===== src/rtl/sbg_pkg.sv =====
package sbg_pkg;
  localparam int unsigned SBG_RELOAD_W = 7;

  typedef enum logic {
    ARB_IDLE = 1'b0,
    ARB_HOLD = 1'b1
  } arb_state_e;
endpackage


===== src/rtl/sbg_arbiter.sv =====
module sbg_arbiter
  import sbg_pkg::*;
(
  input  logic clk,
  input  logic rst_n,
  input  logic load_req_i,
  input  logic scl_in_i,
  input  logic scl_rel_i,
  output logic load_o,
  output logic cancel_o,
  output logic holding_o
);
  arb_state_e state_q, state_d;
  logic       line_held;

  assign line_held = scl_rel_i && !scl_in_i;
  assign cancel_o  = load_req_i;
  assign holding_o = (state_q == ARB_HOLD);

  always_comb begin
    load_o  = 1'b0;
    state_d = state_q;
    if (load_req_i) begin
      load_o  = !line_held;
      state_d = line_held ? ARB_HOLD : ARB_IDLE;
    end else if (state_q == ARB_HOLD && !line_held) begin
      load_o  = 1'b1;
      state_d = ARB_IDLE;
    end
  end

  always_ff @(posedge clk or negedge rst_n) begin
    if (!rst_n) state_q <= ARB_IDLE;
    else        state_q <= state_d;
  end

  AST_HOLD_BLOCKS_LOAD: assert property (@(posedge clk) disable iff (!rst_n)
    (state_q == ARB_HOLD && scl_rel_i && !scl_in_i && !load_req_i) |=> (state_q == ARB_HOLD));
endmodule


===== src/rtl/sbg_phase.sv =====
module sbg_phase (
  input  logic clk,
  input  logic rst_n,
  input  logic load_i,
  input  logic run_i,
  output logic step_o
);
  logic ph_q;

  always_ff @(posedge clk or negedge rst_n) begin
    if (!rst_n)      ph_q <= 1'b0;
    else if (load_i) ph_q <= 1'b0;
    else if (run_i)  ph_q <= ~ph_q;
    else             ph_q <= 1'b0;
  end

  assign step_o = run_i && ph_q;

  AST_STEP_ALTERNATES: assert property (@(posedge clk) disable iff (!rst_n)
    step_o |=> !step_o);
endmodule


===== src/rtl/sbg_counter.sv =====
module sbg_counter #(
  parameter int unsigned RELOAD_W = 7
) (
  input  logic                clk,
  input  logic                rst_n,
  input  logic                load_i,
  input  logic                cancel_i,
  input  logic                step_i,
  input  logic [RELOAD_W-1:0] reload_i,
  output logic                run_o,
  output logic                tick_o
);
  localparam logic [RELOAD_W-1:0] CNT_ZERO = '0;

  logic [RELOAD_W-1:0] cnt_q;
  logic                run_q;
  logic                tick_q;

  always_ff @(posedge clk or negedge rst_n) begin
    if (!rst_n) begin
      cnt_q  <= CNT_ZERO;
      run_q  <= 1'b0;
      tick_q <= 1'b0;
    end else if (load_i) begin
      cnt_q  <= reload_i;
      run_q  <= 1'b1;
      tick_q <= 1'b0;
    end else if (cancel_i) begin
      run_q  <= 1'b0;
      tick_q <= 1'b0;
    end else if (run_q && step_i) begin
      if (cnt_q == CNT_ZERO) begin
        run_q  <= 1'b0;
        tick_q <= 1'b1;
      end else begin
        cnt_q  <= cnt_q - 1'b1;
        tick_q <= 1'b0;
      end
    end else begin
      tick_q <= 1'b0;
    end
  end

  assign run_o  = run_q;
  assign tick_o = tick_q;

  AST_LOAD_CAPTURES: assert property (@(posedge clk) disable iff (!rst_n)
    load_i |=> (run_q && cnt_q == $past(reload_i)));
  AST_COUNT_NEVER_RISES: assert property (@(posedge clk) disable iff (!rst_n)
    (run_q && !load_i) |=> (cnt_q <= $past(cnt_q)));
endmodule


===== src/rtl/scl_phase_timer.sv =====
module scl_phase_timer
  import sbg_pkg::*;
#(
  parameter int unsigned RELOAD_W = SBG_RELOAD_W
) (
  input  logic                clk,
  input  logic                rst_n,
  input  logic [RELOAD_W-1:0] reload_i,
  input  logic                load_req_i,
  input  logic                scl_in_i,
  input  logic                scl_rel_i,
  output logic                tick_o
);
  logic load_w, cancel_w, holding_w, step_w, run_w;

  sbg_arbiter u_arb (
    .clk        (clk),
    .rst_n      (rst_n),
    .load_req_i (load_req_i),
    .scl_in_i   (scl_in_i),
    .scl_rel_i  (scl_rel_i),
    .load_o     (load_w),
    .cancel_o   (cancel_w),
    .holding_o  (holding_w)
  );

  sbg_phase u_phase (
    .clk    (clk),
    .rst_n  (rst_n),
    .load_i (load_w),
    .run_i  (run_w),
    .step_o (step_w)
  );

  sbg_counter #(.RELOAD_W(RELOAD_W)) u_cnt (
    .clk      (clk),
    .rst_n    (rst_n),
    .load_i   (load_w),
    .cancel_i (cancel_w),
    .step_i   (step_w),
    .reload_i (reload_i),
    .run_o    (run_w),
    .tick_o   (tick_o)
  );

  AST_TICK_ONE_CYCLE: assert property (@(posedge clk) disable iff (!rst_n)
    tick_o |=> !tick_o);
  AST_TICK_AFTER_RUN: assert property (@(posedge clk) disable iff (!rst_n)
    $rose(tick_o) |-> $past(run_w));
  AST_HELD_STOPPED: assert property (@(posedge clk) disable iff (!rst_n)
    (holding_w && scl_rel_i && !scl_in_i) |-> !run_w);
endmodule


===== config.mk =====
export PLATFORM = sky130hd
export DESIGN_NAME = scl_phase_timer
export DESIGN_NICKNAME = d
export VERILOG_FILES = /design/src/rtl/sbg_pkg.sv /design/src/rtl/sbg_arbiter.sv /design/src/rtl/sbg_phase.sv /design/src/rtl/sbg_counter.sv /design/src/rtl/scl_phase_timer.sv
export SDC_FILE = /design/constraint.sdc
export NUM_CORES = 1
export LEC_CHECK = 0
export BUFFER_PORTS_ARGS = -buffer_cell sky130_fd_sc_hd__buf_2
export CORE_UTILIZATION = 45
export CTS_CLUSTER_DIAMETER = 40
export DETAILED_ROUTE_END_ITERATION = 12
export GPL_ROUTABILITY_DRIVEN = 1
export HOLD_SLACK_MARGIN = 0.08
export PLACE_DENSITY = 0.67
export SLEW_MARGIN = 25
export SYNTH_ARGS = -nofsm -noshare
export SYNTH_HDL_FRONTEND = slang
export SYNTH_SLANG_ARGS = --single-unit

===== constraint.sdc =====
create_clock -name clk -period 2.1 [get_ports clk]
set_input_delay 0 -clock clk [delete_from_list [all_inputs] [get_ports clk]]
set_output_delay 0 -clock clk [all_outputs]
set_load 0.03 [all_outputs]

======== Word-level counts from Yosys, hierarchy flattened ========
Cells that the tools add are included.
cells by class
  multiplexer cells ....................... 19
  magnitude comparators ................... 0
  add/subtract/negate cells ............... 1
  divide/modulo/power cells ............... 0
  shift operators ......................... 0
  bitwise gates (word level) .............. 1
  reduce and logical (&&, ||, !) cells .... 13
  equal/unequal tests ..................... 2
  multipliers ............................. 0
operators by type and width
  operator                                                                  count
  7-bit two-way mux                                                         4
  1-bit two-way mux                                                         15
  7-bit zero test                                                           1
  7-bit by 1-bit subtractor with 7-bit output (second input constant)       1
  3-bit nonzero test                                                        2
  1-bit logical AND                                                         4
  2-bit nonzero test                                                        2
  3-bit AND reduction                                                       1
  1-bit zero test                                                           2
  2-bit by 1-bit inequality test with 1-bit output (second input constant)  1
  2-bit inequality test (second input constant)                             1
  2-bit AND reduction                                                       1
  1-bit inverter                                                            1
storage, ports and cells
  bits in registers ....................... 11
  ROM bits ................................ 0
  RAM bits ................................ 0
  memories kept ........................... 0
  logic and storage cells ................. 41
  output and inout port bits .............. 1
  input bits .............................. 12
  bits in latches ......................... 0

======== Longest topological paths before layout ========
  depth after elaboration ................. 8
  depth in mapped cells ................... 6
  depth with buffers taken out ............ 6

======== Modules after synthesis ========
From an unflattened synthesis, not the netlist that was laid out.
second synthesis, totals
  cells, all modules ...................... 75
  area total of the unflattened synthesis .. 700.7 sq um
by module, submodules not included
  module       cells an instance  instances  area each (sq um)  seq. area each (sq um)
  sbg_counter  66                 1          599.3              225.2
  sbg_arbiter  6                  1          57.6               25.0
  sbg_phase    3                  1          43.8               25.0

======== Worst setup path after synthesis ========
Ideal clock, no wire load.
  path type ............................... reg-to-reg
  start ................................... register u_cnt.cnt_q[2]
  end ..................................... register u_cnt.cnt_q[6]
  data arrival time ....................... 1.497 ns
  cell stages (with the launch flop) ...... 5
  buffers on the path ..................... 0
  library setup time ...................... 0.135 ns
  clock period less this slack ............ 1.631 ns
  path slack .............................. 0.469 ns
  data required time ...................... 1.965 ns
  cell sequence ........................... dfrtp_1 or4_4 o2111a_1 or3b_1 o211ai_1
between the ends
  cells in the longest elaborated chain, start to end .. 5
  elaborated cells on any way between the ends .. 8
  classes of those cells .................. add/sub: 1; eq/ne: 1; mux: 4; reduce/logical: 2
RTL lines
  item                                         RTL line           RTL
  from (decl)                                  sbg_counter.sv:15  logic [RELOAD_W-1:0] cnt_q;
  from (signal assigned)                       sbg_counter.sv:25  cnt_q <= reload_i;
  from (signal assigned)                       sbg_counter.sv:36  cnt_q <= cnt_q - 1'b1;
  7-bit by 1-bit subtractor with 7-bit output  sbg_counter.sv:36
  7-bit two-way mux                            sbg_counter.sv:32  if (cnt_q == CNT_ZERO) begin
  7-bit two-way mux                            sbg_counter.sv:31  end else if (run_q && step_i) begin
  7-bit two-way mux                            sbg_counter.sv:28  end else if (cancel_i) begin
  7-bit two-way mux                            sbg_counter.sv:24  end else if (load_i) begin
Several ways; a longest one is shown, not always the timed one. The select of a mux whose other input is x is not followed.
A chain may end at the register's enable or synchronous reset.

======== Final worst setup path ========
  start ................................... register u_cnt.cnt_q[2]
  end ..................................... register u_cnt.cnt_q[4]
The elaborated chain is that of the path after synthesis.

==> results.ini <==
[floorplanning]
rows = 13
dieArea_um2 = 1599
core_um2 = 1318
pin_count = 13
die_width_um = 39.99
initial_utilization_pct = 49.29
die_h_um = 39.99

[cts]
clk_latency_ns = 0.27
cts.clk_slew.worst_paths_ns = 0.07
cts_sinks = 11
htreeDepth = 1
clock_path_buffers = 2
cts_tree = built
cts_root_buffer = clkbuf_4
cts_buffers = 3
cts_resized = 0

[setup_path]
regToRegEndpoint = u_cnt.cnt_q[4]$_DFFE_PN0P_
start_kind = flop
rr_worst_depth = 4
cp.depth = 4
arrival_ns = 1.85
r2r-start = u_cnt.cnt_q[2]$_DFFE_PN0P_
critPathMaxStageDelay_ns = 0.61
r2r_slack_ns = 0.36
worstPathRequired_ns = 2.22
worstSetupPathType = reg2reg
path_cells = or4_4 -> o2111ai_1 -> xor2_1 -> o21ai_0
slowest_stage = or4_4
path_delay_family = simple AND/OR/NAND/NOR gates
end_kind = flop
cp_num_buf_inv = 0
critPathMaxFanout = 6

[placement]
gp_congestion = 0.8152
io_buffers = 12
dpl.hpwl_um = 932
place_area_um2 = 724.4

[timing]
tns_ns = 0
period_needed_ns = 1.736
hold_viol_final = 0
setup_viol = 0
fin_crit_sh_pct = 82.67
rsz0062_at_grt = no
final-max-slew-violation-count = 0
tightest_slew_ns = 0.9258
slew_headroom_pct = 38.05
finClkSkew_ns = 0.001255
max_freq_ghz = 0.5760

[flow_run]
drv_cap = 0

[final_layout]
nets = 108
area_growth_pct = 34.30
register_area_um2 = 275.3
multi_input_area_um2 = 362.8
antenna_cells = 0
layout_common_cells = dlygate4sd3_1 (12), buf_2 (12), dfrtp_1 (11)
fin_area_um2 = 872.1
fillers = 97
drive_above_1_share_pct = 22.58

[yosys]
synthTopCellsByArea = dfrtp_1 (42%), ha_1 (3.9%), o21ai_0 (3.9%), nand2_1 (3.5%), o211ai_4 (3.3%)
yosysWarnings = 0
synth_nets = 80
synth-seq-cells = 11
ys_types = 30
synth_area_per_cell_um2 = 9.839
ys_seq_area_share_pct = 42.39
syn_inst = 66
syn_area_um2 = 649.4
synth_top_area_share_pct = 42.39
synth.largest_area_cell = dfrtp_1

[power_and_ir_drop]
p_leak_uw = 0.0003623
peakVddDrop_v = 0.0005649
pwr-share-seq_pct = 47.7
pwr-share-comb_pct = 26.8
internal-power_uw = 390.2
clkPwrFrac_pct = 25.5
switchingPower_uw = 186.0
power.density_nw_per_um2 = 660.7
switching_share_pct = 32.28

[global_routing]
grtUsageMet2_pct = 33.47
grt_max_degree = 17
grt.met1_usage_pct = 23.16
grt_pass1_vias = 526
grt.busiest_layer = met2
grtUsageTotal_pct = 20.87
grt_first_pass_wirelength_mm = 2.090
overflow = 0
met3_usage_pct = 10.00
antenna_found_initial = 0

[routing]
ant_nets = 0
drt_iter0_drc = 20
vias = 578
drc = 0
wirelength_mm = 1.348
viasPerCell = 5.352
dr.pass1.iters = 4
avgRoutedWirePerCell_um = 12.48

[hold_path]
hold_path.class = in2async

[status]
status = complete, no violations

## how the worst max path moves through the flow
stage | from | endpoint | slack, ns
5_1_grt | scl_rel_i | u_cnt.cnt_q[1]$_DFFE_PN0P_ | 0.15
6_report | u_cnt.cnt_q[2]$_DFFE_PN0P_ | u_cnt.cnt_q[4]$_DFFE_PN0P_ | 0.36
4_1_cts | scl_rel_i | u_cnt.cnt_q[1]$_DFFE_PN0P_ | 0.36
3_3_place_gp | u_cnt.cnt_q[2]$_DFFE_PN0P_ | u_cnt.cnt_q[2]$_DFFE_PN0P_ | 0.42
2_1_floorplan | u_cnt.cnt_q[2]$_DFFE_PN0P_ | u_cnt.cnt_q[6]$_DFFE_PN0P_ | 0.47
3_5_place_dp | u_cnt.cnt_q[2]$_DFFE_PN0P_ | u_cnt.cnt_q[6]$_DFFE_PN0P_ | 0.40
## power by group through the flow
stage / Sequential [uW] / Clock [uW] / Combinational, uW
after CTS: 274 / 150 / 155
after global placement: 277 / 0 / 133
after floorplan: 270 / 0 / 102
final: 275 / 147 / 154
after global routing: 278 / 163 / 174
after detailed placement: 278 / 0 / 136
## what timing repair did
action / in CTS / in global routing
endpoints found under the hold margin: 20 / 0
hold buffers: 12 / 0
setup buffers: 0 / 0
## logic make-up (layout without fill, tap and decap cells)
logic type	count (synthesis)	count (layout)	synth area share, %
and+or+nand+nor	29	29	25.82
AOI/OAI and AO/OA	17	17	20.81
DFF	11	11	42.39
xor gates and xnor gates	4	4	5.396
buffers and inverters	3	30	1.734
adders and majority gates	2	2	3.853
## routing by layer
metal  wire length, um  up-vias
met2               617       16
met5                 0        -
met1               640      257
met3                72        5
li1                  -      300
met4                18        0
## cell type report
class	instances	share of cell area (%)
repair buffers	24	20.66
multi-input cells	52	41.61
clock inverters	1	0.5739
flip-flops and latches	11	31.56
well taps	15	2.152
clock buffers	3	2.582
inverters	2	0.8608
## Yosys cell counts, drive strengths merged
cell     number
o2111a        1
inv           2
nand2         6
o311ai        1
or3b          1
o21ai         6
or4           2
ha            2
nand2b        3
dfrtp        11
or2           2
o31a          2
xor2          2
nor3          2
clkbuf        1
nand3b        2
xnor2         2
o2111ai       2
o211ai        2
nor4          2
and2          1
a21oi         2
nor3b         2
nor2b         1
a22oi         1
or3           1
nor2          4
## sequential cells by signal (all words and copies together), names as in the netlist
register / cells
u_cnt.run_o: 1
u_phase.ph_q: 1
u_arb.holding_o: 1
u_cnt.cnt_q: 7
u_cnt.tick_o: 1
## worst register-to-register path, delay by kind of cell (launching register included)
| kind | cells | cell delay [ns] |
|---|---|---|
| AO/OA/AOI/OAI | 2 | 0.34 |
| XOR/XNOR | 1 | 0.19 |
| AND/OR/NAND/NOR | 1 | 0.61 |
| flip-flops | 1 | 0.45 |
## stage by stage
stage | setup WS [ns] | cells | utilization [%] | power, uW | hold WS, ns
CTS | 0.3586 | 108 | 66.19 | 578.6 | 0.1195
floorplan | 0.4686 | 66 | - | 372.2 | -0.2956
detailed placement | 0.3982 | 92 | 54.99 | 413.9 | -0.1166
global placement | 0.4227 | 92 | 54.99 | 410.3 | -0.1125
finish | 0.3639 | 108 | 66.19 | 576.2 | 0.1185
global route | 0.1513 | 108 | 66.19 | 614.9 | 0.1428
(Power assumes the default switching activity.)
